`config.mk`:
```
export PLATFORM = sky130hd
export DESIGN_NAME = mmc_top
export DESIGN_NICKNAME = d
export VERILOG_FILES = /design/src/rtl/mmc_pkg.sv /design/src/rtl/mmc_cfg.sv /design/src/rtl/mmc_addr_gen.sv /design/src/rtl/mmc_store.sv /design/src/rtl/mmc_top.sv
export SDC_FILE = /design/constraint.sdc
export NUM_CORES = 1
export LEC_CHECK = 0
export CORE_MARGIN = 2
export CORE_UTILIZATION = 30
export CTS_BUF_LIST = sky130_fd_sc_hd__clkbuf_4 sky130_fd_sc_hd__clkbuf_8 sky130_fd_sc_hd__clkbuf_16
export DETAILED_ROUTE_END_ITERATION = 12
export DONT_BUFFER_PORTS = 1
export HOLD_SLACK_MARGIN = 0.02
export MAX_ROUTING_LAYER = met4
export SYNTH_ARGS = -nofsm -noshare
export SYNTH_HDL_FRONTEND = slang
export SYNTH_SLANG_ARGS = --single-unit
```
`constraint.sdc`:
```
create_clock -name clk_i -period 4.3 [get_ports clk_i]
set_input_delay 0.86 -clock clk_i [delete_from_list [all_inputs] [get_ports clk_i]]
set_output_delay 0.86 -clock clk_i [all_outputs]
set_load 0.03 [all_outputs]
```
`src/rtl/mmc_pkg.sv`:
```
package mmc_pkg;
  typedef enum logic [1:0] {
    MODE_FIFO   = 2'b00,
    MODE_STACK  = 2'b01,
    MODE_LINEAR = 2'b10,
    MODE_RAM    = 2'b11
  } mem_mode_e;
endpackage

```
`src/rtl/mmc_cfg.sv`:
```
module mmc_cfg
  import mmc_pkg::*;
#(
  parameter int MEM_AW = 5,
  parameter int RGN_AW = 3,
  localparam int RIDX_W = MEM_AW - RGN_AW,
  localparam int CNT_W  = RGN_AW + 2
) (
  input  logic              clk_i,
  input  logic              rst_ni,
  input  logic [1:0]        mode_i,
  input  logic              wide_i,
  input  logic [RIDX_W-1:0] region_i,
  output mem_mode_e         mode_o,
  output logic [MEM_AW-1:0] base_o,
  output logic [CNT_W-1:0]  size_o,
  output logic              reconf_o
);
  mem_mode_e         mode_q;
  logic              wide_q;
  logic [RIDX_W-1:0] region_q;
  logic [RIDX_W-1:0] ridx;

  assign reconf_o = (mode_i != mode_q) || (wide_i != wide_q) || (region_i != region_q);

  always_ff @(posedge clk_i or negedge rst_ni) begin
    if (!rst_ni) begin
      mode_q   <= MODE_FIFO;
      wide_q   <= 1'b0;
      region_q <= '0;
    end else if (reconf_o) begin
      mode_q   <= mem_mode_e'(mode_i);
      wide_q   <= wide_i;
      region_q <= region_i;
    end
  end

  assign ridx   = wide_q ? (region_q & ~RIDX_W'(1)) : region_q;
  assign base_o = {ridx, {RGN_AW{1'b0}}};
  assign size_o = wide_q ? (CNT_W'(1) << (RGN_AW + 1)) : (CNT_W'(1) << RGN_AW);
  assign mode_o = mode_q;

  p_base_aligned_r8: assert property (@(posedge clk_i) disable iff (!rst_ni)
    wide_q |-> (base_o[RGN_AW] == 1'b0));
  p_cfg_taken_r9: assert property (@(posedge clk_i) disable iff (!rst_ni)
    reconf_o |=> (mode_q == $past(mode_i)) && (region_q == $past(region_i)));
endmodule

```
`src/rtl/mmc_addr_gen.sv`:
```
module mmc_addr_gen
  import mmc_pkg::*;
#(
  parameter int MEM_AW = 5,
  parameter int RGN_AW = 3,
  localparam int OFF_W = RGN_AW + 1,
  localparam int CNT_W = RGN_AW + 2
) (
  input  logic              clk_i,
  input  logic              rst_ni,
  input  mem_mode_e         mode_i,
  input  logic [MEM_AW-1:0] base_i,
  input  logic [CNT_W-1:0]  size_i,
  input  logic              reconf_i,
  input  logic              wr_req_i,
  input  logic              rd_req_i,
  input  logic [OFF_W-1:0]  ram_off_i,
  output logic              wr_ok_o,
  output logic              rd_ok_o,
  output logic [MEM_AW-1:0] wr_addr_o,
  output logic [MEM_AW-1:0] rd_addr_o,
  output logic              full_o,
  output logic              empty_o
);
  logic [CNT_W-1:0] cnt_q, cnt_d;
  logic [OFF_W-1:0] wr_off_q, wr_off_d, rd_off_q, rd_off_d;
  logic [OFF_W-1:0] wa, ra, mask, top_m1;

  assign mask    = OFF_W'(size_i - CNT_W'(1));
  assign top_m1  = OFF_W'(cnt_q - CNT_W'(1));
  assign full_o  = (mode_i != MODE_RAM) && (cnt_q == size_i);
  assign empty_o = (mode_i != MODE_RAM) && (cnt_q == '0);

  always_comb begin
    wr_ok_o  = 1'b0;
    rd_ok_o  = 1'b0;
    wa       = wr_off_q;
    ra       = rd_off_q;
    cnt_d    = cnt_q;
    wr_off_d = wr_off_q;
    rd_off_d = rd_off_q;
    if (reconf_i) begin
      cnt_d    = '0;
      wr_off_d = '0;
      rd_off_d = '0;
    end else begin
      unique case (mode_i)
        MODE_FIFO: begin
          wr_ok_o = wr_req_i && !full_o;
          rd_ok_o = rd_req_i && !empty_o;
          if (wr_ok_o) wr_off_d = (wr_off_q + OFF_W'(1)) & mask;
          if (rd_ok_o) rd_off_d = (rd_off_q + OFF_W'(1)) & mask;
          cnt_d = cnt_q + CNT_W'(wr_ok_o) - CNT_W'(rd_ok_o);
        end
        MODE_STACK: begin
          if (rd_req_i && !empty_o) begin
            rd_ok_o = 1'b1;
            ra      = top_m1;
            if (wr_req_i) begin
              wr_ok_o = 1'b1;       // replace top in place
              wa      = top_m1;
            end else begin
              cnt_d = cnt_q - CNT_W'(1);
            end
          end else if (wr_req_i && !full_o) begin
            wr_ok_o = 1'b1;
            wa      = OFF_W'(cnt_q);
            cnt_d   = cnt_q + CNT_W'(1);
          end
        end
        MODE_LINEAR: begin
          wr_ok_o = wr_req_i;
          rd_ok_o = rd_req_i;
          if (wr_ok_o) wr_off_d = (wr_off_q + OFF_W'(1)) & mask;
          if (rd_ok_o) rd_off_d = (rd_off_q + OFF_W'(1)) & mask;
          if (wr_ok_o && cnt_q != size_i) cnt_d = cnt_q + CNT_W'(1);
        end
        default: begin
          wr_ok_o = wr_req_i;
          rd_ok_o = rd_req_i;
          wa      = ram_off_i;
          ra      = ram_off_i;
        end
      endcase
    end
  end

  assign wr_addr_o = base_i | MEM_AW'(wa & mask);
  assign rd_addr_o = base_i | MEM_AW'(ra & mask);

  always_ff @(posedge clk_i or negedge rst_ni) begin
    if (!rst_ni) begin
      cnt_q    <= '0;
      wr_off_q <= '0;
      rd_off_q <= '0;
    end else begin
      cnt_q    <= cnt_d;
      wr_off_q <= wr_off_d;
      rd_off_q <= rd_off_d;
    end
  end

  p_cnt_bound_r3: assert property (@(posedge clk_i) disable iff (!rst_ni)
    cnt_q <= size_i);
  p_flags_excl_r3: assert property (@(posedge clk_i) disable iff (!rst_ni)
    !(full_o && empty_o));
  p_reconf_empty_r9: assert property (@(posedge clk_i) disable iff (!rst_ni)
    reconf_i |=> (empty_o || mode_i == MODE_RAM));
  p_ram_noflag_r7: assert property (@(posedge clk_i) disable iff (!rst_ni)
    (mode_i == MODE_RAM) |-> (!full_o && !empty_o));
  p_fifo_simul_r4: assert property (@(posedge clk_i) disable iff (!rst_ni)
    (mode_i == MODE_FIFO && !reconf_i && wr_req_i && rd_req_i && !full_o && !empty_o)
      |=> $stable(cnt_q));
  p_push_full_r5: assert property (@(posedge clk_i) disable iff (!rst_ni)
    (mode_i == MODE_STACK && !reconf_i && full_o && wr_req_i && !rd_req_i) |=> full_o);
endmodule

```
`src/rtl/mmc_store.sv`:
```
module mmc_store #(
  parameter int DATA_W = 16,
  parameter int MEM_AW = 5,
  localparam int DEPTH = 1 << MEM_AW
) (
  input  logic              clk_i,
  input  logic              rst_ni,
  input  logic              wr_en_i,
  input  logic [MEM_AW-1:0] wr_addr_i,
  input  logic [DATA_W-1:0] wr_data_i,
  input  logic              rd_en_i,
  input  logic [MEM_AW-1:0] rd_addr_i,
  output logic [DATA_W-1:0] rd_data_o
);
  logic [DATA_W-1:0] mem_q [DEPTH];

  always_ff @(posedge clk_i) begin
    if (wr_en_i) mem_q[wr_addr_i] <= wr_data_i;
  end

  // read sees the word before a same-cycle write
  always_ff @(posedge clk_i or negedge rst_ni) begin
    if (!rst_ni)      rd_data_o <= '0;
    else if (rd_en_i) rd_data_o <= mem_q[rd_addr_i];
  end

  p_rd_hold_r10: assert property (@(posedge clk_i) disable iff (!rst_ni)
    !rd_en_i |=> $stable(rd_data_o));
endmodule

```
`src/rtl/mmc_top.sv`:
```
module mmc_top
  import mmc_pkg::*;
#(
  parameter int DATA_W = 16,
  parameter int MEM_AW = 5,
  parameter int RGN_AW = 3,
  localparam int RIDX_W = MEM_AW - RGN_AW,
  localparam int OFF_W  = RGN_AW + 1,
  localparam int CNT_W  = RGN_AW + 2
) (
  input  logic              clk_i,
  input  logic              rst_ni,
  input  logic [1:0]        cfg_mode_i,
  input  logic              cfg_wr_i,
  input  logic              cfg_wide_i,
  input  logic [RIDX_W-1:0] cfg_region_i,
  input  logic              cu_load_i,
  input  logic [DATA_W-1:0] cu_load_data_i,
  input  logic              cu_go_i,
  input  logic              pe_go_i,
  input  logic [DATA_W-1:0] pe_data_i,
  input  logic [OFF_W-1:0]  ram_off_i,
  output logic [DATA_W-1:0] rd_data_o,
  output logic              full_o,
  output logic              empty_o
);
  mem_mode_e         mode;
  logic [MEM_AW-1:0] base, wr_addr, rd_addr;
  logic [CNT_W-1:0]  size;
  logic              reconf, go, wr_req, rd_req, wr_ok, rd_ok;
  logic [DATA_W-1:0] wr_data;

  assign go      = cu_go_i | pe_go_i;
  assign wr_req  = cu_load_i | (go & cfg_wr_i);
  assign rd_req  = go & ~cfg_wr_i;
  assign wr_data = cu_load_i ? cu_load_data_i : pe_data_i;

  mmc_cfg #(.MEM_AW(MEM_AW), .RGN_AW(RGN_AW)) cfg_i (
    .clk_i, .rst_ni,
    .mode_i(cfg_mode_i), .wide_i(cfg_wide_i), .region_i(cfg_region_i),
    .mode_o(mode), .base_o(base), .size_o(size), .reconf_o(reconf)
  );

  mmc_addr_gen #(.MEM_AW(MEM_AW), .RGN_AW(RGN_AW)) agen_i (
    .clk_i, .rst_ni,
    .mode_i(mode), .base_i(base), .size_i(size), .reconf_i(reconf),
    .wr_req_i(wr_req), .rd_req_i(rd_req), .ram_off_i(ram_off_i),
    .wr_ok_o(wr_ok), .rd_ok_o(rd_ok), .wr_addr_o(wr_addr), .rd_addr_o(rd_addr),
    .full_o(full_o), .empty_o(empty_o)
  );

  mmc_store #(.DATA_W(DATA_W), .MEM_AW(MEM_AW)) store_i (
    .clk_i, .rst_ni,
    .wr_en_i(wr_ok), .wr_addr_i(wr_addr), .wr_data_i(wr_data),
    .rd_en_i(rd_ok), .rd_addr_i(rd_addr), .rd_data_o(rd_data_o)
  );

  p_one_trigger_r11: assert property (@(posedge clk_i) disable iff (!rst_ni)
    (go && !cfg_wr_i && mode == MODE_RAM && !reconf) |-> rd_ok);
  p_load_writes_r2: assert property (@(posedge clk_i) disable iff (!rst_ni)
    (cu_load_i && mode == MODE_LINEAR && !reconf) |-> wr_ok);
endmodule

```
; Word-level counts from Yosys, hierarchy flattened
; Memory sizes are Yosys's and may differ from the RTL's. A register that Yosys moved wholly into a read port is not among the register bits.
; Index checks and enable logic that the tools add are counted.
[classes]
n_bitwise = 11
eq_ne = 15
n_mux = 35
reduce_logical = 18
add_sub_neg = 7
[ops]
columns = cell, count
row1 = $mux 4, 12
row2 = $pmux 4 s2, 4
row3 = $mux 5, 6
row4 = $and 4x4->4, 4
row5 = $mux 16, 1
row6 = $ne 3x1->1 const B, 5
row7 = $pmux 5 s3, 1
row8 = $or 5x4->5, 2
row9 = $mux 1, 9
row10 = $add 4x1->4 const B, 2
row11 = $reduce_and 3->1, 2
row12 = $add 5x1->5, 1
row13 = $add 5x1->5 const B, 1
row14 = $eq 5x5->1, 1
row15 = $logic_and 1x1->1, 5
row16 = $logic_not 5->1, 1
row17 = $ne 5x5->1, 1
row18 = $sub 5x1->5, 1
row19 = $sub 5x1->5 const B, 1
row20 = $ne 2x2->1, 2
row21 = $ne 4x1->1 const B, 1
row22 = $ne 4x3->1 const B, 1
row23 = $pmux 1 s2, 2
row24 = $reduce_and 4->1, 1
row25 = 14 further kinds, 19
[totals]
reg_bits = 18
output_inout_bits = 18
n_memories = 1
wordCells = 93
inputBits = 47
ramBits = 512
[mem_list]
columns = name, depth, word_bits, read_ports, rd_clocked_by_memory_dff, write_ports, line
row1 = store_i.mem_q, 32, 16, 1, 1, 1, mmc_store.sv:15  ; logic [DATA_W-1:0] mem_q [DEPTH];

; Longest topological paths before layout
[depth]
ltp_word = 11
mapped_depth = 17
mapped_depth_nobuf = 16

; By module
; Synthesis repeated with hierarchy kept, for this count alone.
[hier_totals]
cells_unflattened = 1439
hier_area_um2 = 23277.3
[modules_own_cells]
columns = mod, instances, seq_area_each_um2, area_per_inst_um2, cells_per_inst
row1 = mmc_store, 1, 15775.1, 20608.5, 1127
row2 = mmc_addr_gen, 1, 325.3, 2130.8, 262
row3 = mmc_cfg, 1, 125.1, 274.0, 28
row4 = mmc_top, 1, 0.0, 264.0, 22

; Worst setup path after synthesis
; No wires, ideal clock.
[synth_path]
path_kind = input-to-reg
startpoint = input port cu_load_i
endpoint = memory store_i.mem_q[31][0], enable pin
path_stages = 10
slack_ns = -0.424
n_path_buf = 2
t_required_ns = 3.870
setup_ns = 0.430
t_arrival_ns = 4.294
path_cell_list = buf_2 inv_1 and2_1 clkbuf_1 a211oi_1 o21ai_1 a211o_1 a21bo_2 or3b_1 nor4_1
[synth_via]
elab_chain_len = 8
elab_cells_between_ends = 16
[synth_lines]
columns = item, line
row1 = start: declaration, mmc_top.sv:17  ; input logic cu_load_i,
row2 = $or 1x1->1 *, mmc_top.sv:34  ; assign wr_req = cu_load_i | (go & cfg_wr_i);
row3 = $logic_and 1x1->1, "mmc_addr_gen.sv:49, mmc_addr_gen.sv:65"
row4 = $mux 4 or $mux 1 (tied branches), mmc_addr_gen.sv:65  ; end else if (wr_req_i && !full_o) begin
row5 = $mux 4 or $mux 1 (tied branches), mmc_addr_gen.sv:56  ; if (rd_req_i && !empty_o) begin
row6 = $pmux 4 s2 or $pmux 1 s2 (tied branches), mmc_addr_gen.sv:47  ; unique case (mode_i)
row7 = $mux 4 or $mux 1 (tied branches), mmc_addr_gen.sv:42  ; if (reconf_i) begin
row8 = $and 4x4->4 or $mux 1 (tied branches), "mmc_addr_gen.sv:88, mmc_store.sv:18"
row9 = $or 5x4->5 or $mux 1 (tied branches), "mmc_addr_gen.sv:88, mmc_store.sv:18"
row10 = end: declaration, mmc_store.sv:15
; Every way passes the cells marked *; elsewhere a longest branch is shown, timed or not.

; Worst setup path in the final report
[layout_path]
startpoint = register agen_i.cnt_q[1]
endpoint = memory store_i.mem_q[29][8], enable pin
[layout_via]
elab_chain_len = 10
elab_cells_between_ends = 22
[layout_lines]
columns = item, line
row1 = start: declaration, mmc_addr_gen.sv:25  ; logic [CNT_W-1:0] cnt_q, cnt_d;
row2 = start signal: assignment, mmc_addr_gen.sv:97  ; cnt_q <= cnt_d;
row3 = branches (longest 10 deep; another with $sub 5x1->5), n/a
; Several ways; the timed one is not identified.

==> metrics.yaml <==
synth_area_leader_cell: "edfxtp_1"
comb_power_share: 0.047
die_w_um: 283
drtIter0Drc: 1572
routed_via_density: 5.24
ir_worst_vdd_v: 0.000387
rr_endpoint: "store_i.mem_q[29][8]"
dieArea_um2: 80100
netlist.area_leader.share: 0.658
ys_warn_count: 0
drive_gt1_frac: 0.151
cts-root-buf: "clkbuf_16"
cpPeakStageDelay_ns: 0.51
syn_nets: 1716
clk_pin_slew_ns: 0.06
crit_type: "flop to flop"
relSlewSlack: 0.333
max_clock_freq_mhz: 244
grt-ovfl-total: 0
avgSynthCellArea_um2: 14.2
drv_cap: 0
netlist_top_cells_count: "edfxtp_1, nand2_1, mux2i_1"
power_frac_clock: 0.427
clk_path_buf_depth: 3
tightestPinTransition_ns: 1.00
finalWirelength_um: 65900
synth.distinct_cells: 73
drc: 0
dpl-instance-area_um2: 24900
yosys-top-cells-area: "edfxtp_1, mux2i_1, dfrtp_1"
synthArstFlopShare: 0.0623
yosysMostFrequentCell: "edfxtp_1"
post-route-min-period_ns: 4.10
gr-usage-all-layers: 0.165
p_sw_frac: 0.231
cts.sinks: 546
wire_per_inst_um: 23.9
worst_path_most_repeated_cell: "buf_4"
p_int_mw: 8.94
synth_area_um2: 23400
status: "complete, no violations"
leakagePower_nw: 9.39
crit-reg2reg-launch: "agen_i.cnt_q[1]"
cts_made_buffers: 56
p_sw_mw: 2.68
io_buffers: 0
path_max_fanout: 16
final_area_um2: 26900
postRouteAntennaNets: 0
worst_r2r_path_depth: 13
rows: 102
clock_latency_ns: 0.64
vias: 14400
worst_hold_path_type: "primary input to async pin"
rsz0062_at_grt: "no"
path_cells: "inv_1, ha_1, inv_1, a2111oi_4, buf_4, a21o_1, a21oi_1, o22a_1, o21ai_1, buf_4, or3b_1, nor4_4, buf_4"
nets: 1740
hpwlAfterDp_um: 41400
ys.flop_type: "edfxtp_1"
grt_pass1_wl_um: 96100
setup_viol: 0
synth-edff-count: 512
initial_core_util: 0.302
tns_ns: 0
area_growth_pct: 15.2
fin_crit_sh: 0.953
fin_skew_ns: 0.0420
regArea_um2: 16200
core-area_um2: 77200
tritoncts: "yes"
syn_inst: 1647
grt_pass1_vias: 14100
pwr-share-seq: 0.526
ios: 65
slowest_stage: "or3b_1"
htreeDepth: 2
cp_top_family: "buffers and inverters"
critPathRequiredTime_ns: 4.62
ff2ff_setup_slack_ns: 0.20
ys_seq_area_frac: 0.695
fp.dieH_um: 283
cp-start-kind: "flop"
crit_path_end_kind: "flop"
multi_input_area_um2: 6480
hold_viol: 0
grt_max_degree: 92
cellPowerDensity_nw_per_um2: 432
path_buf_inv: 5
slew_violations: 0
ys_ff_latch: 546
n_fill_cell: 7336
n_antenna_cell: 0
antenna_found_initial: 0
gp_congestion: 0.886
arrival_ns: 4.41
drt_pass1_iterations: 6
[cells by family (layout without fill, tap and decap cells)]
logic type                 Yosys count  count (layout)  synth area share
AOI/OAI and AO/OA                  337             337             0.108
xor gates and xnor gates            19              19           0.00713
adders and majority gates           22              22            0.0121
buffers and inverters              190             262            0.0323
DFF                                546             546             0.695
muxes                              163             163            0.0724
and+or+nand+nor                    370             370            0.0729
[layout make-up]
cell class,instances,share of cell area
Clock buffer,71,0.0568
Clock inverter,35,0.0141
Inverter,77,0.0107
Multi-Input combinational cell,911,0.241
Sequential cell,546,0.603
Tap cell,1040,0.0484
Timing Repair Buffer,79,0.0256
[worst reg2reg max path, stage by stage, from the launching register on]
cell and delay [ns]:
dfrtp_1 0.44, inv_1 0.24, ha_1 0.27, inv_1 0.10, a2111oi_4 0.37, buf_4 0.28
a21o_1 0.14, a21oi_1 0.08, o22a_1 0.24, o21ai_1 0.27, buf_4 0.25, or3b_1 0.51
nor4_4 0.28, buf_4 0.33
[sequential cells by signal (all words and copies together), names as in the netlist]
register / cells
store_i.mem_q: 512
store_i.rd_data_o: 16
agen_i.cnt_q: 5
agen_i.rd_off_q: 4
agen_i.wr_off_q: 4
cfg_i.mode_o: 2
cfg_i.region_q: 2
cfg_i.wide_q: 1
[placed cells by master (no fill, tap or decap), types with 21 or more instances in the layout]
cell       instances
nor2_1            58
a21oi_1           48
buf_4             72
o21ai_0           23
edfxtp_1         512
nand3_1           34
a32oi_1           29
a211oi_1          65
inv_1             76
a211o_1           31
nand2_1          180
mux2i_1          118
clkbuf_16         56
mux2_2            44
ha_1              21
a31oi_1           29
dfrtp_1           34
nand4_1           29
a311oi_1          30
[power by group through the flow]
stage | clock, mW | combinational (mW) | sequential [mW]
final | 4.96 | 0.547 | 6.11
after global placement | 0 | 0.521 | 6.22
after floorplan | 0 | 0.309 | 6.15
after CTS | 5.02 | 0.541 | 6.10
after detailed placement | 0 | 0.529 | 6.21
after global routing | 5.23 | 0.585 | 6.11
[metrics by stage]
stage,cells,hold slack (ns),utilization,setup slack (ns),total power [mW]
final,2759,0.0678,0.348,0.202,11.6
after global routing,2759,0.0524,0.348,0.0241,11.9
after CTS,2759,0.0413,0.348,0.134,11.7
after detailed placement,2652,0.568,0.323,0.153,6.74
after global placement,2652,0.568,0.323,0.146,6.74
after floorplan,1647,0.534,-,-0.424,6.45
[what timing repair did]
action / in CTS / in global routing
hold endpoints to repair: 34 / 0
endpoints found under the setup margin: 0 / 19
hold buffers: 1 / 0
buffers inserted: 0 / 0
gates resized for setup: 0 / 3
[worst max path at each step]
stage	start	endpoint	slack [ns]	cells past startpoint
after floorplan	cu_load_i	store_i.mem_q[31][0]	-0.42	10
after global placement	agen_i.cnt_q[3]	store_i.rd_data_o[11]	0.15	13
after detailed placement	agen_i.cnt_q[3]	store_i.rd_data_o[11]	0.15	13
after CTS	agen_i.cnt_q[3]	store_i.rd_data_o[11]	0.13	13
after global routing	agen_i.cnt_q[1]	store_i.mem_q[31][5]	0.02	13
final	agen_i.cnt_q[1]	store_i.mem_q[29][8]	0.20	13
[metal layers]
layer,part of all wire,vias to the layer above,global-route usage
li1,-,6416,-
met1,0.42,7357,0.217
met2,0.48,594,0.262
met3,0.075,82,0.0291
met4,0.022,0,0.0427
met5,0,-,-
(Power assumes the default switching activity.)
